--- config.mk ---
export PLATFORM = sky130hd
export DESIGN_NAME = realm_accum
export DESIGN_NICKNAME = d
export VERILOG_FILES = /design/src/rtl/realm_accum.sv
export SDC_FILE = /design/constraint.sdc
export NUM_CORES = 1
export LEC_CHECK = 0
export BUFFER_PORTS_ARGS = -buffer_cell sky130_fd_sc_hd__buf_2
export CELL_PAD_IN_SITES_DETAIL_PLACEMENT = 1
export CELL_PAD_IN_SITES_GLOBAL_PLACEMENT = 2
export CORE_UTILIZATION = 29
export CTS_CLUSTER_DIAMETER = 40
export CTS_CLUSTER_SIZE = 25
export DETAILED_ROUTE_END_ITERATION = 6
export GPL_TIMING_DRIVEN = 0
export PLACE_DENSITY = 0.87
export SETUP_SLACK_MARGIN = 0.3
export SYNTH_ARGS = -nofsm -noshare
export SYNTH_HDL_FRONTEND = slang
export SYNTH_SLANG_ARGS = --single-unit
--- constraint.sdc ---
create_clock -name clk -period 2.35 [get_ports clk]
set_clock_uncertainty 0.05 [all_clocks]
set_input_delay 0.47 -clock clk [delete_from_list [all_inputs] [get_ports clk]]
set_output_delay 0.47 -clock clk [all_outputs]
set_load 0.05 [all_outputs]
--- src/rtl/realm_accum.sv ---
// Collects the rights of a query across its beats and registers the decision.
module realm_accum #(
  parameter int N_REALMS = 12,
  parameter int REALM_W  = 4
) (
  input  logic                clk,
  input  logic                rst_n,
  input  logic                beat,
  input  logic                beat_group,
  input  logic                beat_last,
  input  logic [REALM_W-1:0]  beat_realm,
  input  logic [N_REALMS-1:0] user_bits,
  input  logic [N_REALMS-1:0] group_bits,
  input  logic                super_hit,
  output logic                busy,
  output logic                resp_valid,
  output logic                resp_allow
);
  logic [N_REALMS-1:0] acc_q;
  logic [N_REALMS-1:0] cur_bits;
  logic                finish;
  logic                realm_hit;

  always_comb begin
    if (!busy) begin
      if (!beat_group) begin
        cur_bits = super_hit ? '1 : user_bits;
        finish   = beat;
      end else begin
        cur_bits = group_bits;
        finish   = beat && beat_last;
      end
    end else begin
      cur_bits = acc_q | group_bits;
      finish   = beat && beat_last;
    end
  end

  // realm numbers beyond the defined bits never match
  always_comb begin
    realm_hit = 1'b0;
    for (int r = 0; r < N_REALMS; r++) begin
      if (beat_realm == REALM_W'(r)) realm_hit = cur_bits[r];
    end
  end

  always_ff @(posedge clk) begin
    if (!rst_n) begin
      busy       <= 1'b0;
      acc_q      <= '0;
      resp_valid <= 1'b0;
      resp_allow <= 1'b0;
    end else begin
      resp_valid <= finish;
      resp_allow <= finish && realm_hit;
      if (beat) begin
        if (finish) begin
          busy  <= 1'b0;
          acc_q <= '0;
        end else begin
          busy  <= 1'b1;
          acc_q <= cur_bits;
        end
      end
    end
  end
endmodule

==> impl_results.md, run 1 <==
* Reg-to-Reg End: resp_allow
* Worst setup SP type: flop
* First-pass GRT wire length at 6220 um
* Number of global-route vias before repair at 1310
* Number of synthesized flops with an enable pin at 0
* Worst IR drop on VDD at ~0.15 mV
* Synth async-reset ratio at 0
* Num rows at 22
* Synthesized Nets at 181
* Placer Congestion at 0.771
* Top FF cell, synth: dfxtp_1
* GRT Util Overall at 0.194
* Initial antenna violation count at 0
* CTS sink count at 15
* Setup TNS Final at 0 ns
* DR vias/cell at about 5.5
* Post-CTS Setup Inserts at 0
* Gr ovfl total at 0
* Max frequency at 0.527 GHz
* Pre-antenna DRT Iters at 4
* Inserted Diodes at 0
* Initial core utilization at 0.304
* Worst reg2reg path startpoint: busy
* Largest net degree at the start of global routing at 11
* Maxcap violations at 0
* Clk buf depth at 2
* Lkg Pwr at 0.550 nW
* Top cell types by occurrence after synthesis: nor2b_1 (21), dfxtp_1 (15), a21oi_1 (14)
* Top-level port count at 37
* Status: finished clean
* Die H at 64.2 um
* Synth top area share at 0.268
* Die width at 64.2 um
* Worst Path Arrival at 2.00 ns
* Final worst path period need at 1.90 ns
* CP Capture Point: resp_allow
* Wire per inst at 16.3 um
* Least-Margin Pin Slew at 0.854 ns
* Placed cells at 230
* Syn Area/Cell at approximately 7.6 um2
* Nets at between 200 and 250
* Count leader, synth: nor2b_1
* Initial DRC Count at 35
* Fin area at around 1400 um2
* CTS tree: done
* Clk_lat worst skew at 0.25 ns
* # fillers at 490
* Reg2reg path depth at 6
* DRC at 0
* Beginning of the critical path: busy
* HP Class: reg -> reg
* Setup CP Type: reg -> reg
* Post-synth cell types at 38
* Total power at 0.000681 W
* Unrepaired setup endpoints after global routing: no
* Vias at 1276
* Final setup violation count at 0
* Post-Synthesis Cells at 147
* Seq cells post-synth at 15
* Sequential Area at 300 um2
* CTS clk-pin slew, worst paths at 0.07 ns
* Area occupied by multi-input gates at 729 um2
* Area contributors post-synth: dfxtp_1 (27%), nor2b_1 (12%), a21oi_1 (6.3%), nor3_1 (4.0%), nand2b_1 (3.9%)
* Placed Instance Area at 1360 um2
* PD cells at just under 500 nW/um2
* H-tree levels at 1
* Slew headroom at 0.429
* Fin cells at 234
* Required @ worst endpoint at ~2.5 ns
* Share of layout cells above drive strength 1 at 0.263
* Hold Vio Cnt, Final at 0
* Total CTS buffers at 3
* DP Wirelength at approximately 2900 um
* Count of port buffers added during placement at 35
* Seq/Total Area, Yosys at 0.268
* WHS at slightly above 0.4 ns
* Area delta synth->final at 25.7%
* Final Cycle Share at 0.807
* Die area at 4120 um2
* Warnings from Yosys at 0
* CTS Root Buffer Type: clkbuf_8
* Mapped Area at 1120 um2
* Count of final max-slew check failures at 0
* Total wire length at 3820 um
* Crit Path Max Fanout at 10
* Crit. End Element: flop
* Remaining antenna violation count after routing at 0
* Core Area at 3690 um2
* FF-to-FF setup slack at 0.45 ns
* Synth area leader: dfxtp_1
power breakdown:
group          internal [W]  switching [W]  total [W]  leakage (nW)
logic             0.0000787       0.000107   0.000185         0.405
registers          0.000265     0.00000492   0.000270         0.122
clock network      0.000120       0.000105   0.000226        0.0228
total              0.000464       0.000217   0.000681         0.550
through the flow:
step / worst slack [ns] / utilization
final: 0.453 / 0.382
after floorplan: 0.345 / -
after detailed placement: 0.237 / 0.368
after global placement: 0.278 / 0.368
after CTS: 0.455 / 0.380
after global routing: 0.319 / 0.382
cells in the final DEF, fill, tap and decap left out, types with 2 or more instances in the layout:
| master | count |
|---|---|
| a21oi_1 | 14 |
| and2_1 | 2 |
| buf_2 | 36 |
| buf_6 | 3 |
| clkbuf_1 | 6 |
| clkbuf_8 | 3 |
| dfxtp_1 | 15 |
| inv_1 | 5 |
| nand2_1 | 5 |
| nand2b_1 | 7 |
| nor2_1 | 8 |
| nor2b_1 | 21 |
| nor3_1 | 9 |
| nor3b_1 | 5 |
| nor4_1 | 4 |
| o211ai_1 | 3 |
| o21a_1 | 3 |
| o21ai_0 | 7 |
| o22ai_1 | 2 |
| o31ai_1 | 5 |
| o41ai_2 | 2 |
| or3b_1 | 2 |
| or3b_2 | 2 |
| or4_1 | 3 |
final cells by class:
type,instances,area share
Multi-Input combinational cell,116,0.518
Sequential cell,15,0.213
Timing Repair Buffer,35,0.124
Buffer,11,0.0568
Tap cell,48,0.0426
Clock buffer,4,0.0320
Inverter,5,0.0133
worst min-delay path by stage:
stage | startpoint | to | slack, ns | cells after the start
after detailed placement | acc_q[3] | acc_q[3] | 0.41 | 2
final | acc_q[3] | acc_q[3] | 0.41 | 2
after CTS | acc_q[3] | acc_q[3] | 0.42 | 2
after global routing | acc_q[3] | acc_q[3] | 0.43 | 2
after global placement | acc_q[3] | acc_q[3] | 0.40 | 2
after floorplan | acc_q[3] | acc_q[3] | 0.39 | 2
timing repair:
action | 4_1_cts | 5_1_grt
hold endpoints to repair | 0 | 0
endpoints found under the setup margin | 0 | 1
hold buffers | 0 | 0
resized for setup | 0 | 1
flip-flops by register name, summed over array words and instances (netlist names):
register,count
acc_q,12
resp_valid,1
resp_allow,1
busy,1
worst max-delay path: stages (launching register included):
cell     delay (ns)
dfxtp_1        0.35
buf_6          0.15
buf_8          0.13
o31ai_1        0.43
a21oi_1        0.12
or4_1          0.50
o41ai_2        0.07
routing by layer:
| metal | up-vias | global-route usage | share of wire |
|---|---|---|---|
| met4 | 0 | 0.0417 | 0.014 |
| li1 | 607 | - | - |
| met2 | 33 | 0.354 | 0.51 |
| met1 | 629 | 0.240 | 0.44 |
| met3 | 7 | 0.0268 | 0.039 |
| met5 | - | 0 | 0 |
cell families (layout without fill, tap and decap cells):
group                  after synthesis  in the layout  synth area share
AOI/OAI and AO/OA                   46             46             0.269
buffers and inverters               16             55            0.0882
DFF                                 15             15             0.268
and+or+nand+nor                     70             70             0.375
Power figures use the tool's default switching activity.
==> run 2: changes to the inputs <==
--- a/config.mk
+++ b/config.mk
@@ -8,12 +8,12 @@
 export BUFFER_PORTS_ARGS = -buffer_cell sky130_fd_sc_hd__buf_2
 export CELL_PAD_IN_SITES_DETAIL_PLACEMENT = 1
 export CELL_PAD_IN_SITES_GLOBAL_PLACEMENT = 2
-export CORE_UTILIZATION = 29
+export CORE_UTILIZATION = 24
 export CTS_CLUSTER_DIAMETER = 40
 export CTS_CLUSTER_SIZE = 25
 export DETAILED_ROUTE_END_ITERATION = 6
 export GPL_TIMING_DRIVEN = 0
-export PLACE_DENSITY = 0.87
+export PLACE_DENSITY = 0.77
 export SETUP_SLACK_MARGIN = 0.3
 export SYNTH_ARGS = -nofsm -noshare
 export SYNTH_HDL_FRONTEND = slang
==> constraint.sdc (replaced) <==
create_clock -name clk -period 1.66 [get_ports clk]
set_clock_uncertainty 0.05 [all_clocks]
set_input_delay 0.332 -clock clk [delete_from_list [all_inputs] [get_ports clk]]
set_output_delay 0.332 -clock clk [all_outputs]
set_load 0.05 [all_outputs]
==> run 2 against run 1 <==
  * The run now ends with setup timing left
  * Cell count grew 6.4%
  * Non-clock buffer count increased by 11
  * Via count is 3.2% higher
  * Design area increased by 34%
  * First-iteration DRC count is 2.9% higher
  * Routed wire length increased by 26%
  * Critical endpoint unchanged
  * Largest power group is now combinational cells
==> impl_results.md, run 2 (synthesis results as in run 1) <==
* DR vias/cell at roughly 5.3
* Least-Margin Pin Slew at 0.605 ns
* Cts hold-fix bufs at 0
* PD cells at 590 nW/um2
* Crit. End Element: flop
* Count of final max-slew check failures at 0
* Gr ovfl total at 0
* Worst setup SP type: flop
* Placer Congestion at 0.767
* WHS at 0.344 ns
* Vias at 1317
* Wire per inst at 19.4 um
* Remaining antenna violation count after routing at 0
* Die width at 70.3 um
* Total CTS buffers at 3
* H-tree levels at 1
* Hold EP: acc_q[3]
* Number of flip-flops in the largest register at 12
* Final worst path period need at 1.79 ns
* Num rows at 24
* Most frequent cells in the layout: buf_2 (34), nor2b_1 (20), dfxtp_1 (14), a21oi_1 (9)
* HP Class: in -> reg
* Initial DRC Count at 36
* CP peak stage delay at between 0.5 and 0.6 ns
* Max frequency at 0.558 GHz
* Total wire length at 4830 um
* Area delta synth->final at 68.3%
* Clk_lat worst skew at 0.25 ns
* Worst IR drop on VDD at about 0.45 mV
* Highest-delay cell along the critical path: or4_1
* Initial antenna violation count at 0
* CTS tree: done
* CTS clk-pin slew, worst paths at approximately 0.070 ns
* Pre-antenna DRT Iters at 4
* Die H at 70.3 um
* First-pass GRT wire length at 7260 um
* GRT Util Overall at 0.191
* Final setup violation count at 1
* Reg-to-Reg End: resp_allow
* Violated checks: setup timing
* Crit Path Max Fanout at 5
* DRC at 0
* Number of global-route vias before repair at roughly 1400
* Clk buf depth at 2
* Setup CP Type: reg -> reg
* FF-to-FF setup slack at -0.13 ns
* Required @ worst endpoint at 1.77 ns
* Slew headroom at 0.597
* CTS Root Buffer Type: clkbuf_8
* Status: finished, violations left
* Reg2reg path depth at 6
* Worst hold start: rst_n
* Share of layout cells above drive strength 1 at 0.472
* Top-level port count at 37
* Nets at 232
* Initial core utilization at 0.254
* Setup TNS Final at -0.131 ns
* CP Cell Sequence: buf_16 -> nor4_4 -> o41ai_2 -> a21oi_1 -> or4_1 -> o41ai_2
* Worst Hold Depth at 2
* Maxcap violations at 0
* Largest reg by FF count: acc_q
* Final Cycle Share at 1.08
* Largest net degree at the start of global routing at 11
* Worst reg2reg path startpoint: busy
* Count of port buffers added during placement at 35
* Final setup margin at -0.131 ns
* Most frequent CP cell: o41ai_2
* Core Area at 4410 um2
* Unrepaired setup endpoints after global routing: yes
* Die area at 4950 um2
* CTS sink count at 15
* Lkg Pwr at 0.711 nW
* Worst Path Arrival at ~1.9 ns
* Most common cell after layout, fill and taps aside: buf_2
* Inserted Diodes at 0
* Hold Vio Cnt, Final at 0
* DP Wirelength at 3010 um
[run 2: cell types whose count changed in the layout (fill, tap and decap cells not counted), moves of 5 or more]
cell / delta
buf_4: +5
a21oi_2: +5
o21ai_0: -7
a21oi_1: -5
[run 2: how the worst max path moves through the flow]
stage,start,endpoint,slack [ns],cells past startpoint
global route,busy,resp_allow,-0.22,6
finish,busy,resp_allow,-0.13,6
floorplan,busy,resp_allow,0.03,7
CTS,busy,resp_allow,-0.08,6
global placement,beat_group,resp_allow,-0.25,7
detailed placement,beat_group,resp_allow,-0.26,7
[run 2: where the power goes]
part           leakage (nW)  internal [W]  switching, W
Clock                0.0228      0.000170      0.000143
Sequential            0.123      0.000375     0.0000118
Combinational         0.565      0.000197      0.000216
[run 2: cell type report]
| class | count | area (um2) |
|---|---|---|
| Fill cell | 511 | 2530 |
| Multi-Input combinational cell | 116 | 1000 |
| Timing Repair Buffer | 46 | 340 |
| Sequential cell | 15 | 304 |
| Buffer | 11 | 114 |
| Tap cell | 52 | 65.1 |
| Clock buffer | 4 | 45.0 |
| Inverter | 5 | 18.8 |
[run 2: routing by layer]
metal,track usage,vias up,share of wire
li1,-,635,-
met1,0.205,633,0.39
met2,0.349,39,0.55
met3,0.0462,10,0.040
met4,0.0822,0,0.021
met5,0,-,0
[run 2: critical path, delay by kind of cell, from the launching register on]
family,cells,cell delay [ns]
and+or+nand+nor,2,0.56
AOI/OAI and AO/OA,3,0.55
DFF,1,0.40
buffers and inverters,1,0.13
[run 2: stage by stage]
step | cell area [um2] | std cells | setup slack (ns) | util | power, W
finish | 1890 | 249 | -0.131 | 0.427 | 0.00111
global route | 1890 | 249 | -0.219 | 0.427 | 0.00116
CTS | 1690 | 244 | -0.0810 | 0.384 | 0.00105
detailed placement | 1430 | 234 | -0.260 | 0.325 | 0.000672
global placement | 1430 | 234 | -0.252 | 0.325 | 0.000662
floorplan | 1190 | 147 | 0.0265 | - | 0.000569
[run 2: what timing repair did]
| item | in CTS | in global routing |
|---|---|---|
| gates resized for setup | 25 | 33 |
| setup buffers | 3 | 5 |
| gates cloned | 3 | 0 |
| endpoints found under the setup margin | 13 | 13 |
| pin swaps | 16 | 5 |
